File: config.mk
export PLATFORM = sky130hd
export DESIGN_NAME = irq_agg
export DESIGN_NICKNAME = d
export VERILOG_FILES = /design/src/rtl/irq_agg_pkg.sv /design/src/rtl/irq_agg_sync.sv /design/src/rtl/irq_agg_gpio_src.sv /design/src/rtl/irq_agg_cable.sv /design/src/rtl/irq_agg.sv
export SDC_FILE = /design/constraint.sdc
export NUM_CORES = 1
export LEC_CHECK = 0
export ABC_AREA = 1
export BUFFER_PORTS_ARGS = -buffer_cell sky130_fd_sc_hd__buf_2
export CORE_ASPECT_RATIO = 0.5
export CORE_MARGIN = 4
export CORE_UTILIZATION = 45
export DETAILED_ROUTE_END_ITERATION = 7
export GPL_TIMING_DRIVEN = 0
export PLACE_DENSITY = 0.78
export SLEW_MARGIN = 20
export SYNTH_ARGS = -nofsm -noshare
export SYNTH_HDL_FRONTEND = slang
export SYNTH_HIERARCHICAL = 1
export SYNTH_SLANG_ARGS = --single-unit
File: constraint.sdc
create_clock -name clk -period 4.2 [get_ports clk]
set_clock_uncertainty 0.2 [all_clocks]
set_input_delay 1.05 -clock clk [delete_from_list [all_inputs] [get_ports clk]]
set_output_delay 1.05 -clock clk [all_outputs]
set_load 0.1 [all_outputs]
File: src/rtl/irq_agg_pkg.sv
package irq_agg_pkg;

    // number of cable-style status inputs watched for toggles
    localparam int unsigned CABLE_N = 3;

    // state of one GPIO source cell
    typedef struct packed {
        logic prev;
        logic pend;
    } gpio_st_t;

    // state of the cable-change detector
    typedef struct packed {
        logic [CABLE_N-1:0] prev;
        logic               pend;
    } cable_st_t;

    // map a raw sample to "active" according to polarity
    function automatic logic active_lvl(input logic smp, input logic neg);
        return smp ^ neg;
    endfunction

endpackage

File: src/rtl/irq_agg_sync.sv
module irq_agg_sync #(
    parameter int unsigned W      = 4,
    parameter int unsigned STAGES = 2
) (
    input  logic         clk,
    input  logic         rst_n,
    input  logic [W-1:0] d_i,
    output logic [W-1:0] q_o
);

    logic [STAGES-1:0][W-1:0] chain_d, chain_q;

    always_comb begin
        chain_d[0] = d_i;
        for (int unsigned k = 1; k < STAGES; k++) begin
            chain_d[k] = chain_q[k-1];
        end
    end

    always_ff @(posedge clk or negedge rst_n) begin
        if (!rst_n) begin
            chain_q <= '0;
        end else begin
            chain_q <= chain_d;
        end
    end

    assign q_o = chain_q[STAGES-1];

endmodule

File: src/rtl/irq_agg_gpio_src.sv
module irq_agg_gpio_src
    import irq_agg_pkg::*;
(
    input  logic clk,
    input  logic rst_n,
    input  logic armed_i,
    input  logic smp_i,
    input  logic en_i,
    input  logic edge_i,
    input  logic neg_i,
    input  logic clr_i,
    output logic pend_o,
    output logic act_o
);

    gpio_st_t st_d, st_q;
    logic     now_act;
    logic     was_act;
    logic     hit;

    always_comb begin
        st_d      = st_q;
        st_d.prev = smp_i;
        now_act   = active_lvl(smp_i, neg_i);
        was_act   = active_lvl(st_q.prev, neg_i);
        // an edge toward the active level, only once samples are real
        hit       = armed_i & now_act & ~was_act;
        if (edge_i) begin
            // a new event wins over a clear in the same cycle
            st_d.pend = (st_q.pend & ~clr_i) | hit;
        end else begin
            st_d.pend = 1'b0;
        end
        pend_o = edge_i ? st_q.pend : (armed_i & now_act);
        act_o  = pend_o & en_i;
    end

    always_ff @(posedge clk or negedge rst_n) begin
        if (!rst_n) begin
            st_q <= '0;
        end else begin
            st_q <= st_d;
        end
    end

endmodule

File: src/rtl/irq_agg_cable.sv
module irq_agg_cable
    import irq_agg_pkg::*;
(
    input  logic               clk,
    input  logic               rst_n,
    input  logic               armed_i,
    input  logic [CABLE_N-1:0] smp_i,
    input  logic               clr_i,
    output logic               pend_o
);

    cable_st_t st_d, st_q;
    logic      changed;

    always_comb begin
        st_d      = st_q;
        st_d.prev = smp_i;
        // any toggle of any watched input, either direction
        changed   = armed_i & (|(smp_i ^ st_q.prev));
        st_d.pend = (st_q.pend & ~clr_i) | changed;
        pend_o    = st_q.pend;
    end

    always_ff @(posedge clk or negedge rst_n) begin
        if (!rst_n) begin
            st_q <= '0;
        end else begin
            st_q <= st_d;
        end
    end

endmodule

File: src/rtl/irq_agg.sv
module irq_agg
    import irq_agg_pkg::*;
#(
    parameter int unsigned N_GPIO      = 8,
    parameter int unsigned SYNC_STAGES = 2,
    parameter int unsigned RWAKE_IDX   = 5
) (
    input  logic              clk,
    input  logic              rst_n,
    input  logic              cab_a_i,
    input  logic              cab_b_i,
    input  logic              sel_sw_i,
    input  logic [N_GPIO-1:0] gpio_i,
    input  logic              rwake_i,
    input  logic              cable_en_i,
    input  logic [N_GPIO-1:0] gpio_en_i,
    input  logic [N_GPIO-1:0] gpio_edge_i,
    input  logic [N_GPIO-1:0] gpio_neg_i,
    input  logic              clr_we_i,
    input  logic [N_GPIO:0]   clr_mask_i,
    output logic [N_GPIO:0]   pend_o,
    output logic              irq_o,
    output logic              wake_o
);

    localparam int unsigned SYNC_W    = CABLE_N + N_GPIO + 1;
    localparam int unsigned ARM_LIMIT = SYNC_STAGES + 1;
    localparam int unsigned ARM_W     = $clog2(ARM_LIMIT + 1);

    logic [N_GPIO-1:0] gpio_eff;
    logic [SYNC_W-1:0] raw_vec, smp_vec;
    logic [CABLE_N-1:0] cab_smp;
    logic [N_GPIO-1:0] gpio_smp;
    logic              rwake_smp;
    logic [ARM_W-1:0]  arm_d, arm_q;
    logic              armed;
    logic [N_GPIO:0]   act_vec;
    logic [N_GPIO:0]   clr_vec;

    // merge the remote-wakeup line into its GPIO position
    generate
        if (RWAKE_IDX < N_GPIO) begin : g_rwake_merge
            always_comb begin
                gpio_eff            = gpio_i;
                gpio_eff[RWAKE_IDX] = gpio_i[RWAKE_IDX] | rwake_i;
            end
        end else begin : g_rwake_none
            assign gpio_eff = gpio_i;
        end
    endgenerate

    assign raw_vec = {rwake_i, gpio_eff, sel_sw_i, cab_b_i, cab_a_i};

    irq_agg_sync #(
        .W      (SYNC_W),
        .STAGES (SYNC_STAGES)
    ) u_sync (
        .clk   (clk),
        .rst_n (rst_n),
        .d_i   (raw_vec),
        .q_o   (smp_vec)
    );

    assign cab_smp   = smp_vec[CABLE_N-1:0];
    assign gpio_smp  = smp_vec[CABLE_N +: N_GPIO];
    assign rwake_smp = smp_vec[SYNC_W-1];

    // arming counter: detection waits until the sync chain and the
    // previous-value registers hold post-reset samples
    always_comb begin
        armed = (arm_q == ARM_W'(ARM_LIMIT));
        arm_d = armed ? arm_q : arm_q + 1'b1;
    end

    always_ff @(posedge clk or negedge rst_n) begin
        if (!rst_n) begin
            arm_q <= '0;
        end else begin
            arm_q <= arm_d;
        end
    end

    assign clr_vec = clr_we_i ? clr_mask_i : '0;

    irq_agg_cable u_cable (
        .clk     (clk),
        .rst_n   (rst_n),
        .armed_i (armed),
        .smp_i   (cab_smp),
        .clr_i   (clr_vec[0]),
        .pend_o  (pend_o[0])
    );

    assign act_vec[0] = pend_o[0] & cable_en_i;

    generate
        for (genvar gi = 0; gi < N_GPIO; gi++) begin : g_src
            irq_agg_gpio_src u_src (
                .clk     (clk),
                .rst_n   (rst_n),
                .armed_i (armed),
                .smp_i   (gpio_smp[gi]),
                .en_i    (gpio_en_i[gi]),
                .edge_i  (gpio_edge_i[gi]),
                .neg_i   (gpio_neg_i[gi]),
                .clr_i   (clr_vec[gi+1]),
                .pend_o  (pend_o[gi+1]),
                .act_o   (act_vec[gi+1])
            );
        end
    endgenerate

    assign irq_o  = |act_vec;
    assign wake_o = irq_o | (armed & rwake_smp);

endmodule

# --- After elaboration in Yosys (flattened, before gate mapping) ---
# Index checks and enable logic that the tools add are counted.
word_totals:
  ff_bits: 46
  input_bits: 49
  output_inout_bits: 11
  word_cells: 123
classes:
  add_sub_neg: 1
  eq_ne: 1
  mux: 17
  n_bitwise: 81
  n_reduce_logical: 2
op_table:
  columns: ["operator", "n"]
  rows:
  - ["1-bit AND", 36]
  - ["1-bit NOT", 17]
  - ["1-bit 2-to-1 mux", 16]
  - ["1-bit bitwise XOR", 16]
  - ["1-bit OR", 11]
  - ["9-bit 2-to-1 mux", 1]
  - ["9-bit OR reduction", 1]
  - ["3-bit OR reduction", 1]
  - ["3-bit bitwise XOR", 1]
  - ["2-bit by 1-bit adder with 2-bit output (second input constant)", 1]
  - ["2-bit == test (second input constant)", 1]

# --- Depth between registers and ports, before layout ---
# Gate-level depths: netlist (run 1).
logic_depth:
  depth_word: 6
  mapped_depth: 8
  depth_no_buf: 8

# --- Hierarchy ---
# The synthesis (run 1) kept the hierarchy.
modules_own_cells:
  columns: ["mod", "instances", "cells_per_inst", "area_per_inst_um2", "seq_area_each_um2"]
  rows:
  - ["irq_agg_gpio_src", 8, 19, 136.4, 50.0]
  - ["irq_agg_sync", 1, 24, 600.6, 600.6]
  - ["irq_agg", 1, 37, 214.0, 50.0]
  - ["irq_agg_cable", 1, 20, 166.4, 100.1]

# --- Worst setup path after synthesis (run 1) ---
# No wires, ideal clock.
synth_timing:
  path_kind: "input to output"
  start: "input port gpio_neg_i[3]"
  end: "output port wake_o"
  arrival_time_ps: 2306
  required_ps: 2950
  setup_slack_ps: 644
  cell_stages: 7
  n_path_buf: 0
  path_cell_list: "inv_1 -> nand2_2 -> nand4_2 -> a21oi_1 -> nor2_1 -> and2_1 -> nand3_1"
synth_between:
  elab_chain_cells: 6
synth_lines:
  columns: ["item", "line", "text"]
  rows:
  - ["start: declaration", "irq_agg.sv:18", "input logic [N_GPIO-1:0] gpio_neg_i,"]
  - ["1-bit bitwise XOR", "irq_agg_pkg.sv:20", "return smp ^ neg;"]
  - ["1-bit AND", "irq_agg_gpio_src.sv:34", "pend_o = edge_i ? st_q.pend : (armed_i & now_act);"]
  - ["1-bit 2-to-1 mux", "irq_agg_gpio_src.sv:34", null]
  - ["1-bit AND", "irq_agg_gpio_src.sv:35", "act_o = pend_o & en_i;"]
  - ["net act_vec[4]", "irq_agg.sv:37", "logic [N_GPIO:0] act_vec;"]
  - ["9-bit OR reduction", "irq_agg.sv:113", "assign irq_o = |act_vec;"]
  - ["1-bit OR", "irq_agg.sv:114", "assign wake_o = irq_o | (armed & rwake_smp);"]
  - ["end: declaration", "irq_agg.sv:23", "output logic wake_o"]
# The timed path passes the listed nets, and every way through them passes these cells.

# --- Worst setup path in the final report (run 1) ---
layout_timing:
  start: "register arm_q[0]"
  end: "output port wake_o"
layout_between:
  elab_chain_cells: 6
  elab_cells_between_ends: 28
  cone_classes: "1 x eq/ne; 8 x mux; 18 x bitwise; 1 x reduce/logical"
layout_lines:
  columns: ["item", "line", "text"]
  rows:
  - ["start: declaration", "irq_agg.sv:35", "logic [ARM_W-1:0] arm_d, arm_q;"]
  - ["start signal: assignment", "irq_agg.sv:79", "arm_q <= arm_d;"]
  - ["2-bit == test", "irq_agg.sv:71", "armed = (arm_q == ARM_W'(ARM_LIMIT));"]
  - ["net armed", "irq_agg.sv:36", "logic armed;"]
  - ["1-bit AND", "irq_agg_gpio_src.sv:34", null]
  - ["1-bit 2-to-1 mux", "irq_agg_gpio_src.sv:34", null]
  - ["1-bit AND", "irq_agg_gpio_src.sv:35", null]
  - ["net act_vec[4]", "irq_agg.sv:37", null]
  - ["9-bit OR reduction", "irq_agg.sv:113", null]
  - ["1-bit OR", "irq_agg.sv:114", null]
# The timed path passes the listed nets, and every way through them passes these cells.

==> results of run 1 <==
==> cell type report <==
cell class	count	share of cell area (%)
Buffer	1	0.198
Clock buffer	5	2.72
Clock inverter	3	0.842
Inverter	55	8.17
Multi-Input combinational cell	131	28.1
Sequential cell	46	45.6
Tap cell	57	2.82
Timing Repair Buffer	58	11.6
==> layer usage <==
metal / vias up / GRT usage [%]
li1: 830 / -
met1: 760 / 15.2
met2: 25 / 28.2
met3: 6 / 4.75
met4: 0 / 5.87
met5: - / 0
==> logic make-up (layout without fill, tap and decap cells) <==
group,count (synthesis),in the layout,share of synthesized area [%]
compound gates,16,16,5.31
xor+xnor,2,2,0.846
fa+ha+maj,1,1,0.604
buf+inv,56,122,10.2
flops,46,46,55.6
mux,1,1,0.724
simple gates,111,111,26.8
==> sequential cells by signal (all words and copies together) (netlist names) <==
signal,flops
u_cable/st_q,3
arm_q,2
u_sync/q_o,12
g_src.u_src/st_q,16
u_sync/chain_d,12
u_cable/pend_o,1
==> synth_stat cells <==
cell type / count / area [um2]
nand2_1: 62 / 233
inv_1: 55 / 206
dfrtp_1: 46 / 1150
nand3_1: 18 / 90.1
a21oi_1: 8 / 40.0
nand2_2: 8 / 50.1
nand4_2: 8 / 100
o21ai_2: 8 / 70.1
or2_0: 8 / 50.1
nor2_1: 5 / 18.8
xnor2_1: 2 / 17.5
and2_1: 1 / 6.26
buf_2: 1 / 5.00
ha_1: 1 / 12.5
mux2_4: 1 / 15.0
or2_2: 1 / 6.26
==> cells in the final DEF, fill, tap and decap left out <==
cell type	count
mux2_4	1
nor2_1	5
nand2_1	62
nand2_2	8
dfrtp_1	46
or2_2	1
nand4_2	8
buf_4	1
clkinv_2	1
ha_1	1
o21ai_2	8
a21oi_1	8
clkinv_4	1
or2_0	8
clkinvlp_4	1
nand3_1	18
clkbuf_8	5
inv_1	55
xnor2_1	2
buf_2	58
and2_1	1
==> power breakdown <==
part           leakage, nW  internal (mW)  switching [mW]  total, mW
combinational        0.888         0.0512           0.135      0.186
clock               0.0441          0.117           0.153      0.270
sequential           0.534          0.467          0.0106      0.478
total                 1.47          0.635           0.298      0.933
==> final timing paths <==
| check | startpoint | endpoint | slack (ns) | cells after the start |
|---|---|---|---|---|
| min | u_sync/chain_d[13] | u_sync/q_o[1] | 0.16 | 0 |
| max reg2reg | arm_q[0] | arm_q[1] | 2.35 | 2 |
| min reg2reg | u_sync/chain_d[13] | u_sync/q_o[1] | 0.16 | 0 |
| min in group asynchronous | rst_n | g_src[0].u_src/st_q[0] | 0.54 | 1 |
| max | arm_q[0] | wake_o | 0.38 | 7 |
| max in group asynchronous | rst_n | u_sync/q_o[10] | 2.88 | 1 |
==> stage by stage <==
| step | std cells | hold WS, ns |
|---|---|---|
| after detailed placement | 348 | 0.135 |
| after global placement | 348 | 0.131 |
| final | 356 | 0.155 |
| after CTS | 356 | 0.157 |
| after global routing | 356 | 0.162 |
| after floorplan | 233 | 0.131 |
==> critical path, cell delays in order, from the launching register on <==
cell and delay, ns:
dfrtp_1 0.38, ha_1 0.81, nand4_2 0.19, a21oi_1 0.17, nor2_1 0.05, and2_1 0.16, nand3_1 0.08, buf_2 0.43
==> results.md, run 1 <==
- Pleak: 1.47 nW
- Fin crit period: 3.82 ns
- Residual DRC: 0
- Core outline area: 0.00442 mm2
- Worst Path Arrival: 2.57 ns
- Final Core Density: 57.1%
- Met2 Wirelength: 2.26 mm
- WL per Instance: 11.5 um
- Sum Neg Setup Slack: 0 ns
- Max transition margin: 34.9%
- Worst slew pin tran: 0.977 ns
- Grt total ovfl: 0
- Max IR drop VDD: 185 uV
- Fin. max-slew vios: 0
- Largest net degree at the start of global routing: 47
- Cell area after placement: 0.00243 mm2
- Placement Rows: 17
- Cell area after synthesis: 0.00207 mm2
- Wl on met1: 1.61 mm
- Unrepaired setup endpoints after global routing: false
- Hold Vio Cnt, Final: 0
- Skew-Pair Late Insertion Delay: 0.29 ns
- Num CTS Buffers: 5
- Post-DRT Antenna Nets: 0
- Total power: 0.933 mW
- Placed wire-length estimate: 3.11 mm
- Final setup viols: 0
- Fmax: 262 MHz
- Max-cap violations: 0
- DR WL met3: 160 um
- Via count: 1,621
- Post-Route WL: 4.09 mm
- DRT iter0 DRCs: 36
- Htree depth: 2
- Initial antenna violation count: 0
- Buffers added on ports: 58
- Post-synthesis cell count: 233
- Syn Nets: 283
- Area delta synth->final: 21.9%
- Crit-path max FO: 20
- Vias in the first global route: 1,680
- Total GRT Usage: 14.8%
- Share of layout cells above drive strength 1: 31.1%
- Number of synthesized register bits: 46
- Hold Path Class: register to register
- CTS Sinks: 46
- CTS tree: yes
- Setup CP Type: register to primary output
- FF/Latch Area: 0.00115 mm2
- Die Width: 104 um
- Post-CTS Setup Inserts: 0
- First-pass GRT wire length: 6.87 mm
- Outcome: complete, no violations
- Die H: 56.0 um
- Worst EP required: 2.95 ns
- Crit start category: register
- Final Net Count: 348
- DP Worst Slack: 0.675 ns
- Root buf cell: clkbuf_8
- Hold_buf cts: 0
- Resize count post-CTS: 0
- Clock transition at path regs: 0.09 ns
- Final Cell Area: 0.00253 mm2
- Area of the multi-input gates: 709 um2
- Inserted Diodes: 0
- Synthesis warning total: 6
- Sequential element share of the synthesized area: 55.6%
- Synth Area per Inst: 8.89 um2
- Power Dens Cells: 369 mW/mm2
- Die area: 0.00582 mm2
- CTS max path bufs: 2
- Initial Utilization: 46.8%
- Fill count: 410
- 1st-pass router iterations: 4
- Routability cong.: 0.778
- Worst setup margin: 0.376 ns
- Crit share post-route: 91.0%
- Synth cell types: 16
- CP Capture Type: primary output
- Highest metal used: met4
- Ports: 60
- Vias per cell: 4.55
Power figures use the tool's default switching activity.
==> run 2, diff against run 1 <==
- CORE_ASPECT_RATIO: 0.5 -> 0.8
==> run 2 against run 1 <==
  * Sequential share of layout area barely moved
  * Utilization rose by 1.6 points
  * Maximum frequency rose by 0.16%
  * Hold slack got worse by 0.0041 ns
  * Critical path depth did not move
  * Non-clock buffer count did not move
  * Highest routed layer unchanged
==> results.md, run 2 (synthesized netlist as in run 1, its figures left out) <==
- Initial Utilization: 48.1% (was 46.8%)
- Worst slew pin tran: 0.971 ns (was 0.977 ns)
- Commonest non-fill, non-tap cell in the layout: nand2_1 (unchanged)
- Outcome: complete, no violations (unchanged)
- Share of layout cells above drive strength 1: 30.8% (was 31.1%)
- Vias in the first global route: 1,506 (was 1,680)
- Cell area after placement: 0.00243 mm2 (unchanged)
- Residual DRC: 0 (unchanged)
- Sequential share of power: 51.3% (was 51.2%)
- Hold_sp: u_sync/chain_d[14] (was u_sync/chain_d[13])
- Die H: 68.7 um (was 56.0 um)
- Initial antenna violation count: 0 (unchanged)
- DRT iter0 DRCs: 48 (was 36)
- Clock transition at path regs: 0.08 ns (was 0.09 ns)
- 1st-pass router iterations: 4 (unchanged)
- Crit start category: register (unchanged)
- Fin. max-slew vios: 0 (unchanged)
- Largest net degree at the start of global routing: 47 (unchanged)
- Top reg by flops: g_src.u_src/st_q (unchanged)
- FF/Latch Area: 0.00115 mm2 (unchanged)
- WL per Instance: 10.6 um (was 11.5 um)
- Routability cong.: 0.761 (was 0.778)
- Root buf cell: clkbuf_8 (unchanged)
- Fill count: 390 (was 410)
- Sum Neg Setup Slack: 0 ns (unchanged)
- Clk pwr share: 28.9% (about the same)
- R2R depth: 3 (was 2)
- Placement Rows: 21 (was 17)
- Buffers added on ports: 58 (unchanged)
- Total GRT Usage: 14.4% (was 14.8%)
- Post-CTS Setup Inserts: 0 (unchanged)
- Die Width: 83.9 um (was 104 um)
- Total power: 0.931 mW (was 0.933 mW)
- Commonest non-fill, non-tap cells in the layout: nand2_1 (62), buf_2 (58), inv_1 (55) (unchanged)
- Crit share post-route: 90.9% (was 91.0%)
- Max-cap violations: 0 (unchanged)
- Area delta synth->final: 22.0% (was 21.9%)
- Crit-path max FO: 20 (unchanged)
- Final setup viols: 0 (unchanged)
- Ports: 60 (unchanged)
- Power Dens Cells: 368 mW/mm2 (was 369 mW/mm2)
- Inserted Diodes: 0 (unchanged)
- Fin crit period: 3.82 ns (about the same)
- Grt total ovfl: 0 (unchanged)
- Resize count post-CTS: 0 (unchanged)
- R2R Path Start: arm_q[0] (unchanged)
- Worst Setup SP: arm_q[0] (unchanged)
- Number of cells in the finished layout apart from fillers: 356 (unchanged)
- Switching power: 0.280 mW (was 0.298 mW)
- Core outline area: 0.00431 mm2 (was 0.00442 mm2)
- Worst Path Arrival: 2.57 ns (about the same)
- CTS Sinks: 46 (unchanged)
- CTS max path bufs: 2 (unchanged)
- Final Net Count: 348 (unchanged)
- First-pass GRT wire length: 6.37 mm (was 6.87 mm)
- CTS tree: yes (unchanged)
- Htree depth: 2 (unchanged)
- Worst EP required: 2.95 ns (about the same)
- Setup CP Type: register to primary output (unchanged)
- Vias per cell: 4.46 (was 4.55)
- Post-Route WL: 3.77 mm (was 4.09 mm)
- Die area: 0.00576 mm2 (was 0.00582 mm2)
- Max transition margin: 35.3% (was 34.9%)
- P_int: 0.651 mW (was 0.635 mW)
- Max IR drop VDD: 224 uV (was 185 uV)
- Inst Count DP: 348 (unchanged)
- Num CTS Buffers: 5 (unchanged)
- Placed wire-length estimate: 2.88 mm (was 3.11 mm)
- Final Cell Area: 0.00253 mm2 (about the same)
- Max reg flops: 16 (unchanged)
- Hold_buf cts: 0 (unchanged)
- Via count: 1,587 (was 1,621)
- Post-DRT Antenna Nets: 0 (unchanged)
- CP Capture Type: primary output (unchanged)
- Hold Path Cell Cnt: 0 (unchanged)
- Skew-Pair Late Insertion Delay: 0.29 ns (about the same)
- Logic pwr share: 19.8% (was 19.9%)
- Sw Share: 30.1% (was 31.9%)
- Hold Path Class: register to register (unchanged)
- Hold Vio Cnt, Final: 0 (unchanged)
- Area of the multi-input gates: 709 um2 (unchanged)
- Pleak: 1.47 nW (about the same)
- Unrepaired setup endpoints after global routing: false (unchanged)
- Fmax: 262 MHz (about the same)
==> run 2: worst paths after layout <==
| kind | end | slack [ns] |
|---|---|---|
| min in group asynchronous | g_src[0].u_src/st_q[1] | 0.55 |
| worst min-delay path | u_sync/q_o[2] | 0.15 |
| max in group asynchronous | u_sync/q_o[10] | 2.88 |
| worst min register to register | u_sync/q_o[2] | 0.15 |
| worst max-delay path | wake_o | 0.38 |
| worst max register to register | g_src[0].u_src/st_q[0] | 2.34 |
==> run 2: worst max-delay path, stage by stage, from the launching register on <==
cell and delay [ns]:
dfrtp_1 0.38, ha_1 0.81, nand4_2 0.20, a21oi_1 0.17, nor2_1 0.05, and2_1 0.16
nand3_1 0.08, buf_2 0.43
==> run 2: per-layer routing <==
layer / global-route usage [%] / vias to the layer above / wire (um)
met2: 26.7 / 33 / 1890
met3: 4.16 / 7 / 226
met5: 0 / - / 0
li1: - / 829 / -
met4: 6.22 / 0 / 61
met1: 15.8 / 718 / 1600
==> run 2: area by class of cell <==
cell class                      count  area share, %
Buffer                              1          0.198
Clock buffer                        7           3.42
Clock inverter                      1          0.198
Inverter                           55           8.17
Multi-Input combinational cell    131           28.1
Sequential cell                    46           45.5
Tap cell                           57           2.82
Timing Repair Buffer               58           11.6
==> run 2: power by group through the flow <==
stage	clock [mW]	sequential, mW	combinational (mW)
2_1_floorplan	0	0.485	0.132
3_3_place_gp	0	0.485	0.183
3_5_place_dp	0	0.487	0.186
4_1_cts	0.280	0.478	0.186
5_1_grt	0.298	0.481	0.204
6_report	0.269	0.477	0.184
==> run 2: stage by stage <==
step	util (%)	setup slack, ns	hold WS (ns)
finish	58.7	0.382	0.151
global route	58.7	0.176	0.160
global placement	56.5	0.689	0.131
floorplan	-	0.644	0.131
CTS	58.6	0.350	0.155
detailed placement	56.5	0.686	0.137
